--- src/rtl/slow_reg_pkg.sv ---
package slow_reg_pkg;

  typedef enum logic [1:0] {
    MST_CPU   = 2'd0,
    MST_COPRO = 2'd1,
    MST_DEBUG = 2'd2,
    MST_SPARE = 2'd3
  } master_e;

  // contiguous special window starting at address zero
  localparam int LOW_SPAN = 16;

  // isolated special pairs, each starting at an even address
  localparam int NUM_PAIRS = 3;
  localparam int PAIR_BASE [NUM_PAIRS] = '{'h12, 'h1C, 'h32};

  // access length classes in bus cycles
  localparam int CYC_PLAIN      = 1;
  localparam int CYC_SINGLE     = 2;
  localparam int CYC_SPLIT_ONE  = 3;
  localparam int CYC_SPLIT_BOTH = 4;

endpackage

--- src/rtl/slow_reg_decode.sv ---
module slow_reg_decode #(
  parameter int ADDR_W = 16
) (
  input  logic [ADDR_W-1:0] addr,
  output logic              is_special
);
  import slow_reg_pkg::*;

  logic               in_low;
  logic [NUM_PAIRS-1:0] pair_hit;
  logic [ADDR_W-1:0]  even_addr;

  assign even_addr = {addr[ADDR_W-1:1], 1'b0};
  assign in_low    = (addr < ADDR_W'(LOW_SPAN));

  for (genvar p = 0; p < NUM_PAIRS; p++) begin : g_pair
    assign pair_hit[p] = (even_addr == ADDR_W'(PAIR_BASE[p]));
  end

  assign is_special = in_low | (|pair_hit);

endmodule

--- src/rtl/slow_reg_seq.sv ---
module slow_reg_seq #(
  parameter int CNT_W = 3
) (
  input  logic             clk,
  input  logic             rst,
  input  logic             take,
  input  logic [CNT_W-1:0] cost,
  input  logic             stall_req,
  output logic             active,
  output logic             last,
  output logic             bus_ready,
  output logic             cpu_halt
);
  logic [CNT_W-1:0] remain;

  assign last = (remain == '0);

  always_ff @(posedge clk) begin
    if (rst) begin
      active    <= 1'b0;
      remain    <= '0;
      bus_ready <= 1'b0;
      cpu_halt  <= 1'b0;
    end else if (take) begin
      active    <= 1'b1;
      remain    <= cost - CNT_W'(1);
      bus_ready <= (cost == CNT_W'(1));
      cpu_halt  <= stall_req;
    end else if (active) begin
      if (!last) begin
        remain    <= remain - CNT_W'(1);
        bus_ready <= (remain == CNT_W'(1));
      end else begin
        active    <= 1'b0;
        bus_ready <= 1'b0;
        cpu_halt  <= 1'b0;
      end
    end
  end

endmodule

--- src/rtl/slow_reg_timer.sv ---
module slow_reg_timer #(
  parameter int ADDR_W = 16,
  parameter int CNT_W  = 3
) (
  input  logic              clk,
  input  logic              rst,
  input  logic              req_valid,
  input  logic [ADDR_W-1:0] req_addr,
  input  logic              req_word,
  input  logic [1:0]        req_master,
  output logic              bus_ready,
  output logic              cpu_halt
);
  import slow_reg_pkg::*;

  localparam int LANES = 2;

  logic [LANES-1:0] lane_sp;
  logic             lo_sp, hi_sp, any_sp, misaligned, secondary;
  logic [CNT_W-1:0] cost;
  logic             active, last, take;

  for (genvar l = 0; l < LANES; l++) begin : g_lane
    slow_reg_decode #(.ADDR_W(ADDR_W)) u_dec (
      .addr       (req_addr + ADDR_W'(l)),
      .is_special (lane_sp[l])
    );
  end

  assign lo_sp      = lane_sp[0];
  assign hi_sp      = req_word & lane_sp[1];
  assign any_sp     = lo_sp | hi_sp;
  assign misaligned = req_word & req_addr[0];
  assign secondary  = (req_master != MST_CPU);

  always_comb begin
    if (!any_sp)
      cost = CNT_W'(CYC_PLAIN);
    else if (!misaligned)
      cost = CNT_W'(CYC_SINGLE);
    else if (lo_sp && hi_sp)
      cost = CNT_W'(CYC_SPLIT_BOTH);
    else
      cost = CNT_W'(CYC_SPLIT_ONE);
  end

  assign take = req_valid & (~active | last);

  slow_reg_seq #(.CNT_W(CNT_W)) u_seq (
    .clk       (clk),
    .rst       (rst),
    .take      (take),
    .cost      (cost),
    .stall_req (secondary & any_sp),
    .active    (active),
    .last      (last),
    .bus_ready (bus_ready),
    .cpu_halt  (cpu_halt)
  );

endmodule

--- config.mk ---
export PLATFORM = sky130hd
export DESIGN_NAME = slow_reg_timer
export DESIGN_NICKNAME = d
export VERILOG_FILES = /design/src/rtl/slow_reg_pkg.sv /design/src/rtl/slow_reg_decode.sv /design/src/rtl/slow_reg_seq.sv /design/src/rtl/slow_reg_timer.sv
export SDC_FILE = /design/constraint.sdc
export NUM_CORES = 1
export LEC_CHECK = 0
export BUFFER_PORTS_ARGS = -buffer_cell sky130_fd_sc_hd__buf_2
export CAP_MARGIN = 10
export CELL_PAD_IN_SITES_DETAIL_PLACEMENT = 0
export CELL_PAD_IN_SITES_GLOBAL_PLACEMENT = 2
export CORE_MARGIN = 3
export CORE_UTILIZATION = 28
export DETAILED_ROUTE_END_ITERATION = 8
export GPL_TIMING_DRIVEN = 0
export PLACE_DENSITY = 0.83
export SYNTH_ARGS = -nofsm -noshare
export SYNTH_HDL_FRONTEND = slang
export SYNTH_SLANG_ARGS = --single-unit
--- constraint.sdc ---
create_clock -name clk -period 2.89 [get_ports clk]
set_input_delay 0 -clock clk [delete_from_list [all_inputs] [get_ports clk]]
set_output_delay 0 -clock clk [all_outputs]
set_load 0.02 [all_outputs]
==> flow_summary.toml, run 1 <==
[status]
status = "complete, no violations"

[critical_path]
max_stage_delay_ns = 0.42
critPathMaxFanout = 6
path_buf_inv = 1
cpLargestDelayFamily = "simple AND/OR/NAND/NOR gates"
worstRegToRegCells = 7
worstSetupEndpointType = "flip-flop"
cp_slowest_cell = "nor4_2"
cp_num_cells = 13
r2r-start = "u_seq.remain[0]$_SDFFE_PP0P_"
crit_top_cell = "ha_1"
critical_path.startpoint = "req_addr[1]"
critical_path_class = "input port to flip-flop"
rrSetupSlack_ns = 1.25
r2r_end = "u_seq.cpu_halt$_SDFFE_PP0P_"
arrival_ns = 2.76
crit_required_ns = 3.02
setup.worst_path.start_class = "input port"
critPathCapture = "u_seq.remain[1]$_SDFFE_PP0P_"
crit_chain = "buf_2 > ha_1 > nand3_1 > nor4_2 > mux2i_1 > a21oi_2 > nor4b_4 > mux2_1 > ha_1 > nand2_1 > o21ai_0 > a21oi_1 > nor2_1"

[clock_network]
cts_sinks = 6
clk-insertion-delay-late_ns = 0.24
cts_resized = 0
cts_tree = "done"
ctsHtreeMaxLevel = 1
cts_buffers = 3
path_clk_slew_ns = 0.05
cts_setup_buffers = 0
cts-root-buf = "clkbuf_4"
hold_buffers = 1
cts_buffer_depth = 2

[timing]
slew_headroom_pct = 70.0
tns_ns = 0
min_period_ns = 2.63
fmax_ghz = 0.380
fin_skew_ns = 0.00569
finalSetupViolCount = 0
slew_viol_final = 0
grt_setup_unrepaired = "no"
period_share_pct = 91.1
hold_violations = 0
worst_slew_pin_slew_ns = 0.447

[placement]
dp_hpwl_um = 1730
placed_cell_area_um2 = 986
place_congestion = 0.825
io_buffers = 21

[finish]
nNetsFinal = 170
multi_input_comb_area_um2 = 673
seq_area_um2 = 120
final_layout_size_suffix_gt1_share_pct = 25.0
nFillCells = 317
final_cell_area_um2 = 1020
antennaDiodeCount = 0
area_delta_synth_final_pct = 21.0

[yosys]
syn_avg_cell_area_um2 = 7.32
synthesis.nets = 143
syn_inst = 115
synthDistinctLibCells = 42
syn_area_um2 = 842
ys_ff_latch = 6
yosys_warnings = 0
ys_seq_area_share_pct = 14.3

[power]
leakagePower_nw = 0.419
power_density_nw_per_um2 = 233
irDropWorstVdd_mv = 0.242

[detailed_routing]
wl_per_cell_um = 12.3
drcViolationCount = 0
postRouteAntennaNets = 0
vias_per_cell = 5.36
drtPass1Iterations = 4
num_vias = 916
drt-initial-drc-count = 52
drt_wl_total_um = 2110

[floorplanning]
io_pins = 24
initial_core_util_pct = 30.0
coreArea_um2 = 2810
die_height_um = 60.8
dieArea_um2 = 3700
die_x_um = 60.8
rows = 19

[global_route]
grtUsageTotal_pct = 12.3
antenna_found_initial = 0
overflow = 0
grt_pass1_vias = 904
grt_first_pass_wirelength_um = 3610
grt_max_degree = 11

[min_path]
holdCritPathClass = "input port to flip-flop"

[run]
max-cap-violations = 0
[per-layer routing]
layer	up-vias	track usage, %	part of all wire (%)
li1	482	-	-
met1	419	15.6	48
met2	15	22.0	48
met3	0	2.13	4.2
met4	0	2.17	0
met5	-	0	0
[worst min-delay path: stages]
cell	delay, ns
buf_2	0.14
inv_1	0.06
a21oi_1	0.05
[metrics by stage]
stage / utilization (%) / std cells / power, mW / hold slack (ns) / worst slack [ns]
finish: 36.3 / 171 / 0.237 / 0.0592 / 0.259
global route: 36.3 / 171 / 0.257 / 0.0750 / 0.0434
CTS: 36.3 / 171 / 0.242 / 0.0563 / 0.262
detailed placement: 35.1 / 167 / 0.162 / 0.257 / 0.0188
global placement: 35.1 / 167 / 0.160 / 0.258 / 0.0765
floorplan: - / 115 / 0.129 / 0.0646 / 0.509
[worst min path at each step]
stage	from	to	slack, ns	cells after the start
CTS	req_valid	u_seq.active$_SDFF_PP0_	0.06	3
global placement	rst	u_seq.remain[2]$_SDFFE_PP0P_	0.26	2
detailed placement	rst	u_seq.remain[2]$_SDFFE_PP0P_	0.26	2
floorplan	rst	u_seq.remain[2]$_SDFFE_PP0P_	0.06	1
finish	req_valid	u_seq.active$_SDFF_PP0_	0.06	3
global route	req_valid	u_seq.active$_SDFF_PP0_	0.08	3
[cell type report]
cell class              count  area share [%]
multi-input cells          99            66.1
flip-flops and latches      6            11.8
repair buffers             22            11.3
well taps                  31            3.81
inverters                   8            2.95
clock buffers               3            2.21
plain buffers               2            1.84
[cell usage in the layout (no fill, tap or decap), types with 3 or more instances in the layout]
| cell | instances |
|---|---|
| o21ai_1 | 3 |
| o211ai_1 | 3 |
| a21oi_1 | 9 |
| nor3_1 | 5 |
| nand2_1 | 12 |
| and3_1 | 3 |
| buf_2 | 21 |
| inv_1 | 8 |
| ha_1 | 6 |
| dfxtp_1 | 6 |
| nand3_1 | 3 |
| nor2_1 | 11 |
| o21ai_0 | 6 |
| clkbuf_4 | 3 |
[cells by family (layout without fill, tap and decap cells)]
family                     count (synthesis)  count (layout)  synth area share (%)
AOI/OAI and AO/OA                         36              36                  29.1
xor gates and xnor gates                   2               2                  2.08
adders and majority gates                  6               6                  8.92
buffers and inverters                     10              35                  5.80
DFF                                        6               6                  14.3
muxes                                      4               4                  5.05
and+or+nand+nor                           51              51                  34.8
[power breakdown]
part | leakage [nW] | switching (mW) | internal (mW)
sequential | 0.0489 | 0.00174 | 0.0850
combinational | 0.356 | 0.0422 | 0.0323
clock | 0.0138 | 0.0288 | 0.0469
[cells in the mapped netlist, drive strengths merged]
master | instances | area share [%]
inv | 8 | 3.6
nand3b | 1 | 0.89
nand2b | 2 | 1.5
nand3 | 3 | 1.8
ha | 6 | 8.9
nand2 | 12 | 5.3
a211oi | 2 | 2.4
or4 | 1 | 0.89
o211ai | 3 | 2.7
a21oi | 10 | 6.4
dfxtp | 6 | 14
a21o | 1 | 0.89
o21ai | 9 | 5.3
a31oi | 2 | 1.5
nand4 | 3 | 3.7
and3 | 3 | 2.2
xor2 | 2 | 2.1
nor4b | 1 | 2.8
nor3 | 5 | 3.0
nor4 | 3 | 3.0
a311oi | 2 | 2.1
or2 | 3 | 2.2
a32o | 1 | 1.2
mux2i | 2 | 2.4
o2111a | 1 | 1.3
mux2 | 2 | 2.7
a21bo | 1 | 1.2
or2b | 2 | 1.8
o221ai | 2 | 2.1
nor2 | 11 | 4.9
buf | 2 | 2.2
o41ai | 1 | 1.0
a2bb2oi | 1 | 1.0
and2 | 1 | 0.74
[sequential cells by signal (all words and copies together) (netlist names)]
name,cells
u_seq.active,1
u_seq.bus_ready,1
u_seq.cpu_halt,1
u_seq.remain,3
No activity file was read; power rests on OpenSTA's default activity.
==> run 2: changes to the inputs <==
- HOLD_SLACK_MARGIN: default -> 0.05
- PLACE_DENSITY: 0.83 -> 0.85
- clock period: 2.89 -> 2.5 ns (I/O delays scaled with it)
==> run 2 against run 1 <==
  * Utilization is 0.85 points higher
  * Setup slack worse by 0.084 ns
  * Sequential power is 15% higher
  * Sequential cell count stayed put
  * Worst hold slack better by 0.0058 ns
  * Global-route usage is 0.21 points lower
  * Clock skew is 0.0037 ns lower
  * Total power is 18% higher
  * Cell count is 0.58% higher
  * Critical path type unchanged
==> flow_summary.toml, run 2 (same netlist as run 1, synthesis figures left out) <==
[finish]
final_common_cell = "buf_2"
nFillCells = 314
area_delta_synth_final_pct = 23.8
layout_common_cells = "21 x buf_2, 12 x nand2_1, 11 x nor2_1"
regMostFlops = "u_seq.remain"
antennaDiodeCount = 0
finalNonFillerCells = 172
nNetsFinal = 171
utilization_pct = 37.2
multi_input_comb_area_um2 = 689
seq_area_um2 = 120
final_layout_size_suffix_gt1_share_pct = 27.7
largest_reg_flops = 3

[critical_path]
critPathMaxFanout = 6
critical_path_class = "input port to flip-flop"
crit_chain = "buf_2 > ha_2 > mux2_2 > o21ai_0 > a31oi_1 > o211ai_1 > nor4b_4 > mux2_2 > ha_1 > nand2_1 > o21ai_0 > a21oi_1 > nor2_1"
worstRegToRegCells = 7
arrival_ns = 2.46
cpLargestDelayFamily = "compound AO/OA/AOI/OAI gates"
crit_required_ns = 2.63
max_stage_delay_ns = 0.39
worstSetupEndpointType = "flip-flop"
cp_slowest_cell = "mux2_2"
cp_num_cells = 13
setup.worst_path.start_class = "input port"
path_buf_inv = 1

[timing]
worst_slew_pin_slew_ns = 0.452
min_period_ns = 2.33
holdWs_ns = 0.0650
setup_ws_ns = 0.174
slew_headroom_pct = 69.6
hold_violations = 0
slew_viol_final = 0
grt_setup_unrepaired = "no"
period_share_pct = 93.0
fin_skew_ns = 0.00197
finalSetupViolCount = 0
fmax_ghz = 0.430

[global_route]
overflow = 0
grt_pass1_vias = 865
grt_first_pass_wirelength_um = 3480
grtUsageTotal_pct = 12.1
antenna_found_initial = 0
grt_max_degree = 11

[floorplanning]
dieArea_um2 = 3700
die_height_um = 60.8
coreArea_um2 = 2810
initial_core_util_pct = 30.0
io_pins = 24
die_x_um = 60.8
rows = 19

[placement]
dpl.cell_count = 167
place_congestion = 0.794
dp_hpwl_um = 1710
io_buffers = 21
dp_slack_ns = -0.390

[detailed_routing]
drt_wl_total_um = 2110
drtPass1Iterations = 4
drt-initial-drc-count = 50
vias_per_cell = 5.51
drcViolationCount = 0
wl_per_cell_um = 12.3
num_vias = 948
postRouteAntennaNets = 0

[power]
leakagePower_nw = 0.432
irDropWorstVdd_mv = 0.232
power_density_nw_per_um2 = 267
power.total_mw = 0.279

[clock_network]
ctsHtreeMaxLevel = 1
cts_tree = "done"
cts-root-buf = "clkbuf_4"
cts_sinks = 6
clk-insertion-delay-late_ns = 0.24
cts_buffers = 3
path_clk_slew_ns = 0.04
cts_buffer_depth = 2

[status]
status = "complete, no violations"

[min_path]
holdCritPathClass = "input port to flip-flop"
worstHoldPathCells = 3

[run]
max-cap-violations = 0
run 2: changes by cell type in the layout (fill, tap and decap cells not counted), sizes merged:
cell / delta
buf: +1
run 2: area by class of cell:
cell class | count | share of cell area, %
sequential | 6 | 11.5
timing repair buffer | 23 | 11.8
tap | 31 | 3.72
inverter | 8 | 2.88
clock buffer | 3 | 2.16
multi-input combinational | 99 | 66.1
buffer | 2 | 1.80
run 2: final timing paths:
path / start / to / slack [ns]
setup / recovery: req_addr[1] / u_seq.remain[1]$_SDFFE_PP0P_ / 0.17
hold / removal: req_valid / u_seq.active$_SDFF_PP0_ / 0.06
setup reg to reg: u_seq.remain[0]$_SDFFE_PP0P_ / u_seq.cpu_halt$_SDFFE_PP0P_ / 0.86
hold reg to reg: u_seq.cpu_halt$_SDFFE_PP0P_ / u_seq.cpu_halt$_SDFFE_PP0P_ / 0.46
run 2: worst reg2reg max path: stages, from the launching register on:
cell and delay (ns):
dfxtp_1 0.32, inv_1 0.10, ha_1 0.18, inv_1 0.04, o21ai_1 0.37, and2_1 0.29
o221ai_1 0.14, a21oi_1 0.14
run 2: layer usage:
| layer | part of all wire (%) | routed length [um] | vias to the layer above | GRT usage, % |
|---|---|---|---|---|
| met5 | 0 | 0 | - | 0 |
| met4 | 0 | 0 | 0 | 3.72 |
| met3 | 6.2 | 130 | 0 | 1.91 |
| met2 | 44 | 938 | 31 | 19.4 |
| met1 | 49 | 1040 | 428 | 16.7 |
| li1 | - | - | 489 | - |
run 2: what timing repair did:
item,CTS,global route
setup buffers,1,0
gates resized for setup,2,2
endpoints found under the setup margin,2,1
pin swaps,1,2
cloned,0,0
hold buffers,1,0
hold endpoints to repair,5,0
run 2: power by group:
| group | switching (mW) | internal, mW | leakage [nW] |
|---|---|---|---|
| combinational | 0.0507 | 0.0383 | 0.370 |
| sequential | 0.00196 | 0.0982 | 0.0489 |
| clock | 0.0352 | 0.0543 | 0.0138 |
run 2: through the flow:
step | area (um2) | TNS, ns
global placement | 986 | -0.740
floorplan | 842 | 0
finish | 1040 | 0
detailed placement | 986 | -0.879
global route | 1040 | 0
CTS | 1040 | 0
